--- config.mk ---
export PLATFORM = sky130hd
export DESIGN_NAME = cfgport
export DESIGN_NICKNAME = d
export VERILOG_FILES = /design/src/rtl/cfgp_pkg.sv /design/src/rtl/cfgport_ctrl.sv /design/src/rtl/cfgport_dp.sv /design/src/rtl/cfgport.sv
export SDC_FILE = /design/constraint.sdc
export NUM_CORES = 1
export LEC_CHECK = 0
export BUFFER_PORTS_ARGS = -buffer_cell sky130_fd_sc_hd__buf_2
export CORE_UTILIZATION = 30
export CTS_CLUSTER_SIZE = 25
export DETAILED_ROUTE_END_ITERATION = 12
export PLACE_DENSITY = 0.51
export SETUP_SLACK_MARGIN = 0.02
export SYNTH_ARGS = -nofsm -noshare
export SYNTH_HDL_FRONTEND = slang
export SYNTH_SLANG_ARGS = --single-unit
--- constraint.sdc ---
create_clock -name clk -period 6.28 [get_ports clk]
set_input_delay 0.628 -clock clk [delete_from_list [all_inputs] [get_ports clk]]
set_output_delay 0.628 -clock clk [all_outputs]
set_load 0.05 [all_outputs]
--- src/rtl/cfgp_pkg.sv ---
package cfgp_pkg;
  localparam int LOG_AW = 7;
  localparam logic [LOG_AW-1:0] STATUS_ADDR = 7'h0D;
  localparam logic [LOG_AW-1:0] SUM_FIRST   = 7'h10;
  localparam logic [LOG_AW-1:0] SUM_LAST    = 7'h2D;
  localparam logic [LOG_AW-1:0] CK_HI       = 7'h2E;
  localparam logic [LOG_AW-1:0] CK_LO       = 7'h2F;
  localparam int SCAN_LEN = int'(SUM_LAST) - int'(SUM_FIRST) + 1;
  localparam int CW = $clog2(SCAN_LEN);
  localparam int SUM_W = 16;

  typedef struct packed {
    logic              memWr;
    logic [LOG_AW-1:0] memAddr;
    logic [LOG_AW-1:0] scanAddr;
    logic              sumClr;
    logic              sumAdd;
    logic              cmpLoad;
  } strobe_t;
endpackage

--- src/rtl/cfgport_ctrl.sv ---
module cfgport_ctrl
  import cfgp_pkg::*;
#(
  parameter int PHYS_BYTES = 128
) (
  input  logic       clk,
  input  logic       rst,
  input  logic       ioWrite,
  input  logic       ioSel,
  input  logic [7:0] ioWData,
  output logic       nmiDisable,
  output logic       scanBusy,
  output strobe_t    strb
);
  localparam logic [LOG_AW-1:0] ADDR_MASK = LOG_AW'(PHYS_BYTES - 1);
  localparam logic [CW-1:0] LAST_OFF = CW'(SCAN_LEN - 1);

  logic [LOG_AW-1:0] idxReg;
  logic              nmiReg;
  logic [CW-1:0]     cnt;
  logic              doneQ;
  logic [LOG_AW-1:0] physIdx;
  logic              dataWr;
  logic              inRange;
  logic              start;

  assign physIdx = idxReg & ADDR_MASK;
  assign dataWr  = ioWrite & ioSel;
  assign inRange = (physIdx >= SUM_FIRST) && (physIdx <= CK_LO);
  assign start   = dataWr & inRange;

  always_comb begin
    strb.memWr    = dataWr;
    strb.memAddr  = physIdx;
    strb.scanAddr = SUM_FIRST + LOG_AW'(cnt);
    strb.sumClr   = start;
    strb.sumAdd   = scanBusy & ~start;
    strb.cmpLoad  = doneQ & ~start;
  end

  always_ff @(posedge clk) begin
    if (rst) begin
      idxReg   <= '0;
      nmiReg   <= 1'b0;
      scanBusy <= 1'b1;
      cnt      <= '0;
      doneQ    <= 1'b0;
    end else begin
      if (ioWrite && !ioSel) begin
        idxReg <= ioWData[6:0];
        nmiReg <= ioWData[7];
      end
      if (start) begin
        scanBusy <= 1'b1;
        cnt      <= '0;
        doneQ    <= 1'b0;
      end else if (scanBusy) begin
        if (cnt == LAST_OFF) begin
          scanBusy <= 1'b0;
          doneQ    <= 1'b1;
        end else begin
          cnt <= cnt + 1'b1;
        end
      end else begin
        doneQ <= 1'b0;
      end
    end
  end

  assign nmiDisable = nmiReg;
endmodule

--- src/rtl/cfgport_dp.sv ---
module cfgport_dp
  import cfgp_pkg::*;
#(
  parameter int PHYS_BYTES = 128
) (
  input  logic       clk,
  input  logic       rst,
  input  strobe_t    strb,
  input  logic [7:0] ioWData,
  input  logic       battGood,
  output logic [7:0] rdData,
  output logic       checksumOk
);
  localparam int PAW  = $clog2(PHYS_BYTES);
  localparam int HI_I = int'(CK_HI);
  localparam int LO_I = int'(CK_LO);

  logic [7:0]       mem [PHYS_BYTES];
  logic [SUM_W-1:0] acc;
  logic             okReg;
  logic [PAW-1:0]   wa;
  logic [PAW-1:0]   sa;

  assign wa = strb.memAddr[PAW-1:0];
  assign sa = strb.scanAddr[PAW-1:0];

  always_ff @(posedge clk) begin
    if (strb.memWr && strb.memAddr != STATUS_ADDR) mem[wa] <= ioWData;
  end

  always_comb begin
    if (strb.memAddr == STATUS_ADDR) rdData = {battGood, 7'b0};
    else                             rdData = mem[wa];
  end

  always_ff @(posedge clk) begin
    if (rst) begin
      acc   <= '0;
      okReg <= 1'b0;
    end else begin
      if (strb.sumClr)      acc <= '0;
      else if (strb.sumAdd) acc <= acc + {{(SUM_W-8){1'b0}}, mem[sa]};
      if (strb.cmpLoad) okReg <= (acc == {mem[HI_I], mem[LO_I]});
    end
  end

  assign checksumOk = okReg;
endmodule

--- src/rtl/cfgport.sv ---
module cfgport
  import cfgp_pkg::*;
#(
  parameter int PHYS_BYTES = 128
) (
  input  logic       clk,
  input  logic       rst,
  input  logic       ioWrite,
  input  logic       ioSel,
  input  logic [7:0] ioWData,
  input  logic       battGood,
  output logic [7:0] rdData,
  output logic       nmiDisable,
  output logic       checksumOk
);
  strobe_t strb;
  logic    scanBusy;

  cfgport_ctrl #(.PHYS_BYTES(PHYS_BYTES)) u_ctrl (
    .clk(clk), .rst(rst), .ioWrite(ioWrite), .ioSel(ioSel),
    .ioWData(ioWData), .nmiDisable(nmiDisable), .scanBusy(scanBusy),
    .strb(strb)
  );

  cfgport_dp #(.PHYS_BYTES(PHYS_BYTES)) u_dp (
    .clk(clk), .rst(rst), .strb(strb), .ioWData(ioWData),
    .battGood(battGood), .rdData(rdData), .checksumOk(checksumOk)
  );
endmodule

# After elaboration in Yosys (flattened, before gate mapping)
# Memories as Yosys holds them, arrays and structs flattened. A register that Yosys moved wholly into a read port is not among the register bits.
# Index checks and enable logic that the tools add are counted.
# totals
reg_bits	32
latch_bits	0
mem_bits_rw	1024
mem_bits_ro	0
input_bits	13
out_inout_bits	10
wordCells	38
memories	1
# memory_table
memory	depth	width	read_ports	rd_clocked_by_memory_dff	write_ports	line	text
u_dp.mem	128	8	4	1	1	cfgport_dp.sv:18	logic [7:0] mem [PHYS_BYTES];
# classes
addsub	3
n_mul	0
div_mod_pow	0
n_lt_le_gt_ge	2
n_eq_ne	4
n_shift	0
muxes	7
bitwise_logic	7
n_reduce_logical	7
# ops
cell	n
adder 16 x 8 -> 16 bit	1
== test 16 bit	1
2-to-1 mux 7 bit	2
2-to-1 mux 8 bit	1
== test 7 x 4 -> 1 bit (second input constant)	1
greater-or-equal comparator 7 x 5 -> 1 bit (second input constant)	1
less-or-equal comparator 7 x 6 -> 1 bit (second input constant)	1
inequality test 7 x 4 -> 1 bit (second input constant)	1
adder 5 x 5 -> 6 bit (first input constant)	1
adder 5 x 1 -> 5 bit (second input constant)	1
== test 5 bit (second input constant)	1
bitwise AND 1 bit	4
2-to-1 mux 1 bit	4
logical AND 1 bit	3
inverter 1 bit	3
OR reduction 3 bit	1
AND reduction 2 bit	1
OR reduction 2 bit	1
logical NOT 1 bit	1

# Longest topological paths before layout
# depth
ltp_word	5
mapped_depth	14

# Cells and area by module
# From an unflattened synthesis, not the netlist that was laid out.
# unflattened
cells_unflattened	2852
hier_area_um2	49919.1
# modules_own_cells
mod	n_inst	cells_each	area_each_um2
cfgport_dp	1	2779	49238.5
cfgport_ctrl	1	73	680.7

# Worst setup path before layout
# OpenSTA, ideal clock, no wires.
# synth_path
path_kind	register to register
startpoint	reg u_ctrl.cnt[0]
endpoint	reg u_dp.acc[15]
arrival_ps	3839
required_time_ps	6209
slack_ps	2371
stages_incl_launch_ff	13
path_cell_list	dfxtp_1 buf_2 buf_1 mux4_2 mux4_2 mux2_2 ha_1 inv_1 o21a_1 o21ai_0 a31oi_1 or3_1 a21oi_1
# synth_via
elab_chain_cells	3
# synth_lines
item	line	text
from (decl)	cfgport_ctrl.sv:20	logic [CW-1:0] cnt;
from (signal assigned)	cfgport_ctrl.sv:62	cnt <= cnt + 1'b1;
adder 5 x 5 -> 6 bit	cfgport_ctrl.sv:35	strb.scanAddr = SUM_FIRST + LOG_AW'(cnt);
memory (128 x 8 bit)	-	
adder 16 x 8 -> 16 bit	cfgport_dp.sv:42	else if (strb.sumAdd) acc <= acc + {{(SUM_W-8){1'b0}}, mem[sa]};
to (signal assigned)	cfgport_dp.sv:42	
to (decl)	cfgport_dp.sv:19	logic [SUM_W-1:0] acc;
# Every way passes these cells.
# A chain may end at the register's enable or synchronous reset.

==> results_dict.tcl <==
set metrics [dict create \
    timing.final.crit_period_ns 5.30 \
    hold_path_depth 2 \
    synth_warnings 0 \
    synth_edf_count 1024 \
    worstReg2RegStart "u_ctrl.cnt[0]$_SDFFE_PP0P_" \
    globalRoute.totalOverflow 0 \
    floorplan.initialDensity_pct 30.4 \
    routabilityCongestion 0.784 \
    pwr-share-comb_pct 7.2 \
    number_of_global_route_vias_before_repair 22800 \
    netlist_top_cells_count "sky130_fd_sc_hd__edfxtp_1 (1024), sky130_fd_sc_hd__mux4_2 (277), sky130_fd_sc_hd__nor2_1 (172)" \
    areaGrowthSynthToFinish_pct 13.1 \
    ys_dominant_reg_cell "sky130_fd_sc_hd__edfxtp_1" \
    wire_length_of_the_first_global_routing_pass_um 166000 \
    detail_route.wl_per_cell_um 26.5 \
    power-per-cell-area_nw_per_um2 308 \
    cts_max_level 3 \
    status "complete, no violations" \
    die_area_um2 148000 \
    pin_count_of_the_biggest_net_entering_global_routing 88 \
    die_h_um 384 \
    tightestPinTransition_ns 1.13 \
    dpl.hpwl_um 71700 \
    timing.reg2reg.worst_path_depth 11 \
    area_share_of_the_largest_cell_type_after_synthesis_pct 70.1 \
    drive_above_1_share_pct 21.6 \
    clockRootBuffer "sky130_fd_sc_hd__clkbuf_16" \
    share_of_power_burned_in_registers_pct 51.6 \
    rsz0062_at_grt "no" \
    postCtsSetupBuffers 0 \
    worst-endpoint-required_ns 5.65 \
    chipWidth_um 384 \
    clkSlewWorstSetupHoldPaths_ns 0.06 \
    switchingPower_uw 3470 \
    clkPwrFrac_pct 41.2 \
    rows 139 \
    synth_seq_area_share_pct 71.9 \
    netSwitchingFraction_pct 22.7 \
    cts-resized-gates 0 \
    drc 0 \
    portion_of_the_clock_cycle_consumed_by_the_worst_path_in_the_final_layout_pct 84.4 \
    setup.worst_path.start_class "flop" \
    relSlewSlack_pct 24.1 \
    via_per_inst 5.22 \
    via_count 22500 \
    capturing_element_of_the_worst_setup_path "rdData[2]" \
    placeableCoreArea_um2 144000 \
    synth_cell_types 55 \
    setup_violators_final 0 \
    dominant_cells_by_area_after_synthesis "sky130_fd_sc_hd__edfxtp_1 (70%), sky130_fd_sc_hd__mux4_2 (14%), sky130_fd_sc_hd__mux2i_1 (2.9%), sky130_fd_sc_hd__dfxtp_1 (1.8%), sky130_fd_sc_hd__nor2_1 (1.5%)" \
    hold_vio_cnt_final 0 \
    synthesis.area_um2 43900 \
    globalRouteTotalUtil_pct 15.4 \
    synth_async_sr_flop_share_pct 0 \
    fmax_ghz 0.189 \
    timing.critical_path.fanout_max 87 \
    netlist_instances 2270 \
    drv_cap 0 \
    cts_buffers 107 \
    syn_avg_cell_area_um2 19.3 \
    fillerInstances 13500 \
    power_report.internal_total_uw 11800 \
    arrival_ns 4.68 \
    synth_area_leader_cell "sky130_fd_sc_hd__edfxtp_1" \
    report.final.slew_viol_count 0 \
    antenna_left 0 \
    worstReg2RegEnd "u_dp.acc[13]$_SDFFE_PP0P_" \
    drt_pre_antenna_iters 5 \
    tritoncts_num_sinks 1063 \
    layout.nets 2331 \
    antenna_found_initial 11 \
    ctsLongestPathBuffers 3 \
    drt-total-wl_um 114000 \
    p_leak_uw 0.0145 \
    numPortBuffers 22 \
    timing_worst_setup_path_type "reg2out" \
    io_pins 23 \
    clk_latency_ns 0.70 \
    cts_hold_buf 0 \
    ys_ff_latch 1063 \
    yosys.cell_count.top_type "sky130_fd_sc_hd__edfxtp_1" \
    peakVddDrop_mv 0.205 \
    detail_route.iter0.violations 2179 \
    cts_tree "built" \
    crit_path_end_kind "output port" \
    setup_total_negative_slack_ns 0 \
    skew_ns 0.0278 \
    min_path_type "in2reg" \
    tightest_hold_margin_ns 0.322 \
    r2r_slack_ns 2.02 \
]
flip-flops by register name, indices dropped and copies added, names as in the netlist, named ones only:
name,cells
u_ctrl.scanBusy,1
u_ctrl.doneQ,1
u_ctrl.cnt,5
u_dp.acc,16
u_ctrl.nmiDisable,1
u_dp.mem,1024
u_ctrl.idxReg,7
u_dp.checksumOk,1
metal layers:
metal,part of all wire (%),track usage (%),up-vias
met5,0.024,0,-
met4,2.1,3.59,4
met3,6.4,2.92,159
met2,48,24.7,707
met1,43,21.5,12100
li1,-,-,9513
power by group through the flow:
stage	combinational, µW	clock [µW]	sequential (µW)
after CTS	1110	6420	7890
after floorplan	732	0	7990
after global placement	1100	0	8040
after global routing	1180	6680	7890
final	1100	6300	7890
after detailed placement	1110	0	8040
through the flow:
stage | power (µW) | instance area (µm²) | instances | utilization (%) | worst slack (ns)
CTS | 15400 | 49600 | 4301 | 34.4 | 0.967
detailed placement | 9150 | 46100 | 4101 | 32.0 | 1.72
global route | 15700 | 49600 | 4301 | 34.4 | 0.803
finish | 15300 | 49600 | 4304 | 34.4 | 0.977
floorplan | 8720 | 43900 | 2277 | - | 2.37
global placement | 9140 | 46100 | 4101 | 32.0 | 1.66
cell families (layout without fill, tap and decap cells):
group / after synthesis / after routing / synth area share, %
other: 1 / 11 / 0.00855
buffers and inverters: 149 / 270 / 1.67
AO/OA/AOI/OAI: 235 / 235 / 4.08
multiplexers: 412 / 412 / 17.3
XOR/XNOR: 30 / 30 / 0.599
AND/OR/NAND/NOR: 369 / 369 / 4.11
adder cells (fa/ha/maj): 11 / 11 / 0.331
flip-flops: 1063 / 1063 / 71.9
cell type report:
type	instances	area (µm²)	area share, %
multi-input cells	1065	11600	23.5
repair buffers	63	538	1.08
diodes	3	7.51	0.0151
clock buffers	129	2780	5.61
well taps	1903	2380	4.80
clock inverters	71	672	1.35
inverters	7	26.3	0.0530
flip-flops and latches	1063	31600	63.6
critical path, stage by stage (launching register included):
cell	delay [ns]
sky130_fd_sc_hd__dfxtp_4	0.59
sky130_fd_sc_hd__buf_12	0.43
sky130_fd_sc_hd__buf_4	0.67
sky130_fd_sc_hd__mux2i_1	0.19
sky130_fd_sc_hd__a22o_1	0.26
sky130_fd_sc_hd__a221oi_1	0.48
sky130_fd_sc_hd__a32oi_1	0.11
sky130_fd_sc_hd__a31oi_1	0.64
sky130_fd_sc_hd__or3_1	0.28
sky130_fd_sc_hd__buf_2	0.29
worst min-delay path by stage:
| stage | end | start |
|---|---|---|
| 3_3_place_gp | u_dp.checksumOk$_SDFFE_PP0P_ | u_dp.checksumOk$_SDFFE_PP0P_ |
| 6_report | u_dp.checksumOk$_SDFFE_PP0P_ | rst |
| 4_1_cts | u_dp.checksumOk$_SDFFE_PP0P_ | rst |
| 2_1_floorplan | u_ctrl.doneQ$_SDFFE_PP0P_ | u_ctrl.doneQ$_SDFFE_PP0P_ |
| 5_1_grt | u_dp.checksumOk$_SDFFE_PP0P_ | rst |
| 3_5_place_dp | u_dp.checksumOk$_SDFFE_PP0P_ | u_dp.checksumOk$_SDFFE_PP0P_ |
layout by cell type (no fill, tap or decap), drive strengths merged, types with 39 or more instances in the layout:
cell	n
mux2i	126
buf	63
clkinv	58
mux4	277
nor2b	84
dfxtp	39
a211oi	87
a22oi	51
edfxtp	1024
nor2	172
clkbuf	129
Power figures use the tool's default switching activity.
